`src/rtl/imgseq_pkg.sv`:
```
package imgseq_pkg;

    // Phase machine states
    typedef enum logic [2:0] {
        ST_LOAD     = 3'd0,
        ST_WAIT_REQ = 3'd1,
        ST_BUSY     = 3'd2,
        ST_WAIT_RB  = 3'd3,
        ST_READ     = 3'd4
    } seq_state_t;

    // Mask-size request codes
    localparam logic [2:0] MASK_PIXEL = 3'd0;
    localparam logic [2:0] MASK_2X2   = 3'd2;
    localparam logic [2:0] MASK_4X4   = 3'd4;

    // Strobe lane positions inside the edge detector vector
    localparam int LANE_WR  = 0;
    localparam int LANE_RD  = 1;
    localparam int LANE_CMD = 2;
    localparam int N_LANES  = 3;

    function automatic logic mask_code_ok(input logic [2:0] code);
        return (code == MASK_PIXEL) || (code == MASK_2X2) || (code == MASK_4X4);
    endfunction

endpackage

```
`src/rtl/strobe_edge.sv`:
```
module strobe_edge #(
    parameter int N = 3
) (
    input  logic         clk,
    input  logic         rst_n,
    input  logic [N-1:0] strobe,
    output logic [N-1:0] rise
);

    // One history flop per lane; a lane fires only on a low-to-high change
    for (genvar g = 0; g < N; g++) begin : g_lane
        logic seen_q;

        always_ff @(posedge clk) begin
            if (!rst_n) seen_q <= 1'b0;
            else        seen_q <= strobe[g];
        end

        assign rise[g] = strobe[g] & ~seen_q;
    end

endmodule

```
`src/rtl/pixel_counter.sv`:
```
module pixel_counter #(
    parameter int CNT_W = 12
) (
    input  logic             clk,
    input  logic             rst_n,
    input  logic             clr,
    input  logic             inc,
    output logic [CNT_W-1:0] cnt,
    output logic             last
);

    localparam logic [CNT_W-1:0] TOP = {CNT_W{1'b1}};

    always_ff @(posedge clk) begin
        if (!rst_n)   cnt <= '0;
        else if (clr) cnt <= '0;
        else if (inc) cnt <= cnt + 1'b1;   // wraps to zero after TOP
    end

    assign last = (cnt == TOP);

endmodule

```
`src/rtl/readback_pipe.sv`:
```
module readback_pipe #(
    parameter int PIX_W = 8
) (
    input  logic             clk,
    input  logic             rst_n,
    input  logic             ram_re,
    input  logic [PIX_W-1:0] ram_rdata,
    output logic [PIX_W-1:0] dout,
    output logic             dout_valid
);

    // RAM presents data one cycle after ram_re; capture it the cycle after
    logic re_d;

    always_ff @(posedge clk) begin
        if (!rst_n) begin
            re_d       <= 1'b0;
            dout       <= '0;
            dout_valid <= 1'b0;
        end else begin
            re_d       <= ram_re;
            dout_valid <= re_d;
            if (re_d) dout <= ram_rdata;
        end
    end

endmodule

```
`src/rtl/img_xfer_seq.sv`:
```
module img_xfer_seq
    import imgseq_pkg::*;
#(
    parameter int IMG_W = 64,
    parameter int IMG_H = 64,
    parameter int PIX_W = 8
) (
    input  logic                 clk,
    input  logic                 rst_n,
    input  logic                 host_wr,
    input  logic                 host_rd,
    input  logic                 host_cmd,
    input  logic [PIX_W-1:0]     host_din,
    output logic [PIX_W-1:0]     host_dout,
    output logic                 host_dout_valid,
    output logic [$clog2(IMG_W*IMG_H):0] ram_addr,
    output logic                 ram_we,
    output logic                 ram_re,
    output logic [PIX_W-1:0]     ram_wdata,
    input  logic [PIX_W-1:0]     ram_rdata,
    output logic                 eng_start,
    output logic [2:0]           eng_mask,
    input  logic                 eng_done
);

    localparam int NPIX   = IMG_W * IMG_H;
    localparam int CNT_W  = $clog2(NPIX);
    localparam int ADDR_W = CNT_W + 1;

    seq_state_t state, state_nx;

    logic [N_LANES-1:0] rise;
    logic [CNT_W-1:0]   pix_idx;
    logic               pix_last;
    logic               rd_half;

    logic wr_go, rd_go, req_go, rb_go;

    // Edge detection of all host strobes
    strobe_edge #(.N(N_LANES)) u_edge (
        .clk    (clk),
        .rst_n  (rst_n),
        .strobe ({host_cmd, host_rd, host_wr}),
        .rise   (rise)
    );

    // Qualified events, one per phase
    assign wr_go  = rise[LANE_WR]  && (state == ST_LOAD);
    assign rd_go  = rise[LANE_RD]  && (state == ST_READ);
    assign req_go = rise[LANE_CMD] && (state == ST_WAIT_REQ) && mask_code_ok(host_din[2:0]);
    assign rb_go  = rise[LANE_CMD] && (state == ST_WAIT_RB);

    // Shared pixel index for loading and readback
    pixel_counter #(.CNT_W(CNT_W)) u_cnt (
        .clk   (clk),
        .rst_n (rst_n),
        .clr   (rb_go),
        .inc   (wr_go | rd_go),
        .cnt   (pix_idx),
        .last  (pix_last)
    );

    // Next-state logic
    always_comb begin
        state_nx = state;
        unique case (state)
            ST_LOAD:     if (wr_go && pix_last) state_nx = ST_WAIT_REQ;
            ST_WAIT_REQ: if (req_go)            state_nx = ST_BUSY;
            ST_BUSY:     if (eng_done)          state_nx = ST_WAIT_RB;
            ST_WAIT_RB:  if (rb_go)             state_nx = ST_READ;
            ST_READ:     if (rd_go && pix_last) state_nx = ST_LOAD;
            default:                            state_nx = ST_LOAD;
        endcase
    end

    // State register
    always_ff @(posedge clk) begin
        if (!rst_n) state <= ST_LOAD;
        else        state <= state_nx;
    end

    // Registered outputs
    always_ff @(posedge clk) begin
        if (!rst_n) begin
            ram_addr  <= '0;
            ram_we    <= 1'b0;
            ram_re    <= 1'b0;
            ram_wdata <= '0;
            eng_start <= 1'b0;
            eng_mask  <= MASK_PIXEL;
            rd_half   <= 1'b0;
        end else begin
            ram_we    <= 1'b0;
            ram_re    <= 1'b0;
            eng_start <= 1'b0;
            if (wr_go) begin
                ram_we    <= 1'b1;
                ram_addr  <= {1'b0, pix_idx};
                ram_wdata <= host_din;
            end
            if (rd_go) begin
                ram_re   <= 1'b1;
                ram_addr <= {rd_half, pix_idx};
            end
            if (req_go) begin
                eng_start <= 1'b1;
                eng_mask  <= host_din[2:0];
            end
            if (rb_go) rd_half <= host_din[0];
        end
    end

    // Return path to the host
    readback_pipe #(.PIX_W(PIX_W)) u_rb (
        .clk        (clk),
        .rst_n      (rst_n),
        .ram_re     (ram_re),
        .ram_rdata  (ram_rdata),
        .dout       (host_dout),
        .dout_valid (host_dout_valid)
    );

    // Keeps the derived address width and the port width tied together
    logic [ADDR_W-1:0] addr_w_probe;
    assign addr_w_probe = ram_addr;

endmodule

```
`config.mk`:
```
export PLATFORM = sky130hd
export DESIGN_NAME = img_xfer_seq
export DESIGN_NICKNAME = d
export VERILOG_FILES = /design/src/rtl/imgseq_pkg.sv /design/src/rtl/strobe_edge.sv /design/src/rtl/pixel_counter.sv /design/src/rtl/readback_pipe.sv /design/src/rtl/img_xfer_seq.sv
export SDC_FILE = /design/constraint.sdc
export NUM_CORES = 1
export LEC_CHECK = 0
export BUFFER_PORTS_ARGS = -buffer_cell sky130_fd_sc_hd__buf_2
export CAP_MARGIN = 20
export CORE_MARGIN = 5
export CORE_UTILIZATION = 29
export DETAILED_ROUTE_END_ITERATION = 8
export PLACE_DENSITY = 0.51
export SETUP_SLACK_MARGIN = 0.3
export SLEW_MARGIN = 0
export SYNTH_ARGS = -nofsm -noshare
export SYNTH_HDL_FRONTEND = slang
export SYNTH_HIERARCHICAL = 1
export SYNTH_SLANG_ARGS = --single-unit
```
`constraint.sdc`:
```
create_clock -name clk -period 2.02 [get_ports clk]
set_input_delay 0.303 -clock clk [delete_from_list [all_inputs] [get_ports clk]]
set_output_delay 0.303 -clock clk [all_outputs]
set_load 0.1 [all_outputs]
```
==> summary.md <==
| Metric | Value |
|---|---|
| Clock Sinks | `56` |
| I/O Buffers | `57` |
| Syn avg cell area | `slightly below 10 um2` |
| Nets | `313` |
| Area grow syn2layout | `23.0%` |
| Synth Net Count | `roughly 250` |
| Largest net degree at the start of global routing | `29` |
| Maxcap violations | `0` |
| Ratio of cells with drive above 1 in the final layout | `30.6%` |
| Top cell type's share of synthesized area | `between 40% and 50%` |
| RSZ-0062 raised after global routing | `yes` |
| Async set or reset register ratio after synthesis | `0%` |
| Congestion Overflow GR | `0` |
| Worst vdd rail ir drop | `between 300 and 400 uV` |
| Post-synthesis cell type count | `around 40` |
| DR vias | `between 1500 and 2000` |
| HP Class | `in2reg` |
| Crit-path max FO | `6` |
| Setup crit end | `u_cnt/cnt[8]$_SDFFE_PP0P_` |
| Crit path DAT | `1970 ps` |
| Post-DP HPWL | `3530 um` |
| Setup TNS | `0 ps` |
| Required time worst endpoint | `approximately 2300 ps` |
| Global-route wire length before repair | `8090 um` |
| Sequential share of the synthesized area | `between 40 and 50%` |
| Worst Setup SP | `u_edge/g_lane[0].seen_q$_SDFF_PN0_` |
| TritonCTS Buffers | `5` |
| Tmin final | `between 1500 and 2000 ps` |
| CTS max path bufs | `2` |
| Fin crit share | `85.9%` |
| Crit start category | `register` |
| HP Start | `host_wr` |
| Final Max Tran Viols | `0` |
| Wire per inst | `12.5 um` |
| Fmax | `a little under 0.6 GHz` |
| Commonest cells post-synth | `dfxtp_1, nor2_1, mux2i_1, nand2_1, a21oi_1` |
| Final ANT Viol Nets | `0` |
| Logic pwr share | `19.6%` |
| Skew-Pair Late Insertion Delay | `310 ps` |
| Internal power | `approximately 1.7 mW` |
| Drt pass-1 iters | `4` |
| FF-to-FF setup slack | `290 ps` |
| Initial DRC count | `55` |
| Net Sw Frac | `31.5%` |
| I/O pin cnt | `58` |
| Routed wl met2 | `2340 um` |
| Gate Count Post-Synth | `around 230` |
| Core Footprint | `7690 um2` |
| Die Height | `98.5 um` |
| Number of synthesized flops with an enable pin | `0` |
| Die area | `about 9700 um2` |
| GR Util All Layers | `approximately 10%` |
| Clock share of power | `30.9%` |
| Synth warn | `6` |
| Top-count cell post-synth | `dfxtp_1` |
| Switching Power | `0.765 mW` |
| Clock Tree Root | `clkbuf_8` |
| Synthesized cell area | `2270 um2` |
| R2R cell count | `6` |
| Synth top area cells | `dfxtp_1, mux2i_1, nor2_1` |
| Slew margin rel. | `approximately 67%` |
| Rows | `32` |
| Vias/cell | `4.51` |
| Final Hold Vio Count | `0` |
| Gp weighted congestion | `0.739` |
| Clock transition at path regs | `~110 ps` |
| Least-Margin Pin Slew | `502 ps` |
| Ant diodes | `0` |
| Final worst hold slack | `201 ps` |
| Worst Clk Skew | `9.39 ps` |
| Met1 wire length | `2230 um` |
| Starting Density | `29.6%` |
| Vias in the first global route | `1705` |
| Crit path capture type | `register` |
| R2R Path End | `u_cnt/cnt[8]$_SDFFE_PP0P_` |
| # DRC | `0` |
| Initial antenna violation count | `0` |
| Setup CP Type | `reg2reg` |
| R2R Path Start | `u_edge/g_lane[0].seen_q$_SDFF_PN0_` |
| Final Setup Violations | `0` |
| Power Density | `869 nW/um2` |
| TritonCTS clock tree | `built` |
| Run status | `completed` |
| Largest area contributor in the netlist | `dfxtp_1` |
| Flop pwr share | `between 40% and 50%` |
| Main synth FF type | `dfxtp_1` |
| Leakage | `1.15 nW` |
| Synth Register Bits | `56` |
| Top sig layer | `met4` |
| Final WL | `4890 um` |
| # hold bufs at CTS | `0` |
| H-tree depth | `2` |
| Die W | `98.5 um` |
| Met3 Routed Length | `265 um` |
==> logic make-up after synthesis <==
family / synth area share, %
multiplexers: 11.5
AND/OR/NAND/NOR: 25.3
flip-flops: 49.3
AO/OA/AOI/OAI: 7.71
adder cells (fa/ha/maj): 0.551
XOR/XNOR: 1.54
buffers and inverters: 4.07
==> power by group through the flow <==
| stage | registers [mW] | clock network [mW] | logic (mW) |
|---|---|---|---|
| after detailed placement | 1.23 | 0 | 0.479 |
| after global routing | 1.21 | 0.828 | 0.510 |
| after CTS | 1.20 | 0.785 | 0.479 |
| final | 1.20 | 0.751 | 0.476 |
| after global placement | 1.23 | 0 | 0.476 |
| after floorplan | 1.37 | 0 | 0.242 |
==> layout make-up <==
class | count | area, um2
well taps | 102 | 128
inverters | 4 | 15.0
clock inverters | 3 | 46.3
multi-input cells | 159 | 1070
repair buffers | 64 | 338
flip-flops and latches | 56 | 1120
fillers | 806 | 4890
clock buffers | 5 | 68.8
==> through the flow <==
stage	total power [mW]	worst slack [ps]	util, %	cells	cell area [um2]
2_1_floorplan	1.61	116	-	229	2280
3_3_place_gp	1.70	207	34.6	384	2660
3_5_place_dp	1.70	137	34.6	384	2660
4_1_cts	2.47	302	36.1	392	2770
5_1_grt	2.55	203	36.3	393	2790
6_report	2.43	286	36.3	393	2790
==> timing repair <==
item | in CTS | in global routing
pin swaps | 1 | 3
setup buffers | 0 | 1
resized for setup | 0 | 5
gates cloned | 0 | 0
endpoints found under the setup margin | 5 | 9
==> per-layer routing <==
layer	vias up	global-route usage, %
met5	-	0
met4	0	2.84
met3	5	3.18
met2	41	17.1
met1	819	12.4
li1	907	-
==> layout by cell type, fill, tap and decap left out, types with 2 or more instances in the layout <==
cell type / instances
nand2_1: 24
buf_2: 57
o21ai_0: 3
or3_1: 2
xnor2_1: 2
o31ai_1: 4
inv_1: 3
a31oi_1: 2
dfxtp_1: 54
o21a_1: 3
or4_1: 4
nand4_1: 3
mux2i_1: 25
clkbuf_8: 5
nand3_1: 5
a21oi_1: 16
dfxtp_2: 2
nand2b_1: 2
and2_1: 5
xor2_1: 2
nor2b_4: 3
nor2b_1: 9
buf_4: 7
nor2_1: 27
==> worst min path at each step <==
| stage | end | slack [ps] | cells after the start |
|---|---|---|---|
| 3_3_place_gp | eng_mask[0]$_SDFFE_PN0P_ | 420 | 2 |
| 3_5_place_dp | eng_mask[0]$_SDFFE_PN0P_ | 420 | 2 |
| 4_1_cts | u_edge/g_lane[0].seen_q$_SDFF_PN0_ | 190 | 2 |
| 6_report | u_edge/g_lane[0].seen_q$_SDFF_PN0_ | 200 | 2 |
| 2_1_floorplan | eng_start$_SDFF_PN0_ | 420 | 1 |
| 5_1_grt | u_edge/g_lane[0].seen_q$_SDFF_PN0_ | 200 | 2 |
==> critical path, stage by stage, from the launching register on <==
cell and delay, ps:
dfxtp_1 350, nor2b_4 140, mux2i_2 110, nor3_4 310, nand3_2 170, or4_1 430, a21oi_1 150
==> flip-flops by register name, summed over array words and instances (netlist names) <==
register              flops
ram_wdata                 8
u_rb/dout_valid           1
eng_mask                  3
state                     3
u_rb/re_d                 1
eng_start                 1
u_edge/g_lane.seen_q      3
ram_re                    1
ram_addr                 13
u_rb/dout                 8
rd_half                   1
ram_we                    1
u_cnt/cnt                12
No activity file was read; power rests on OpenSTA's default activity.
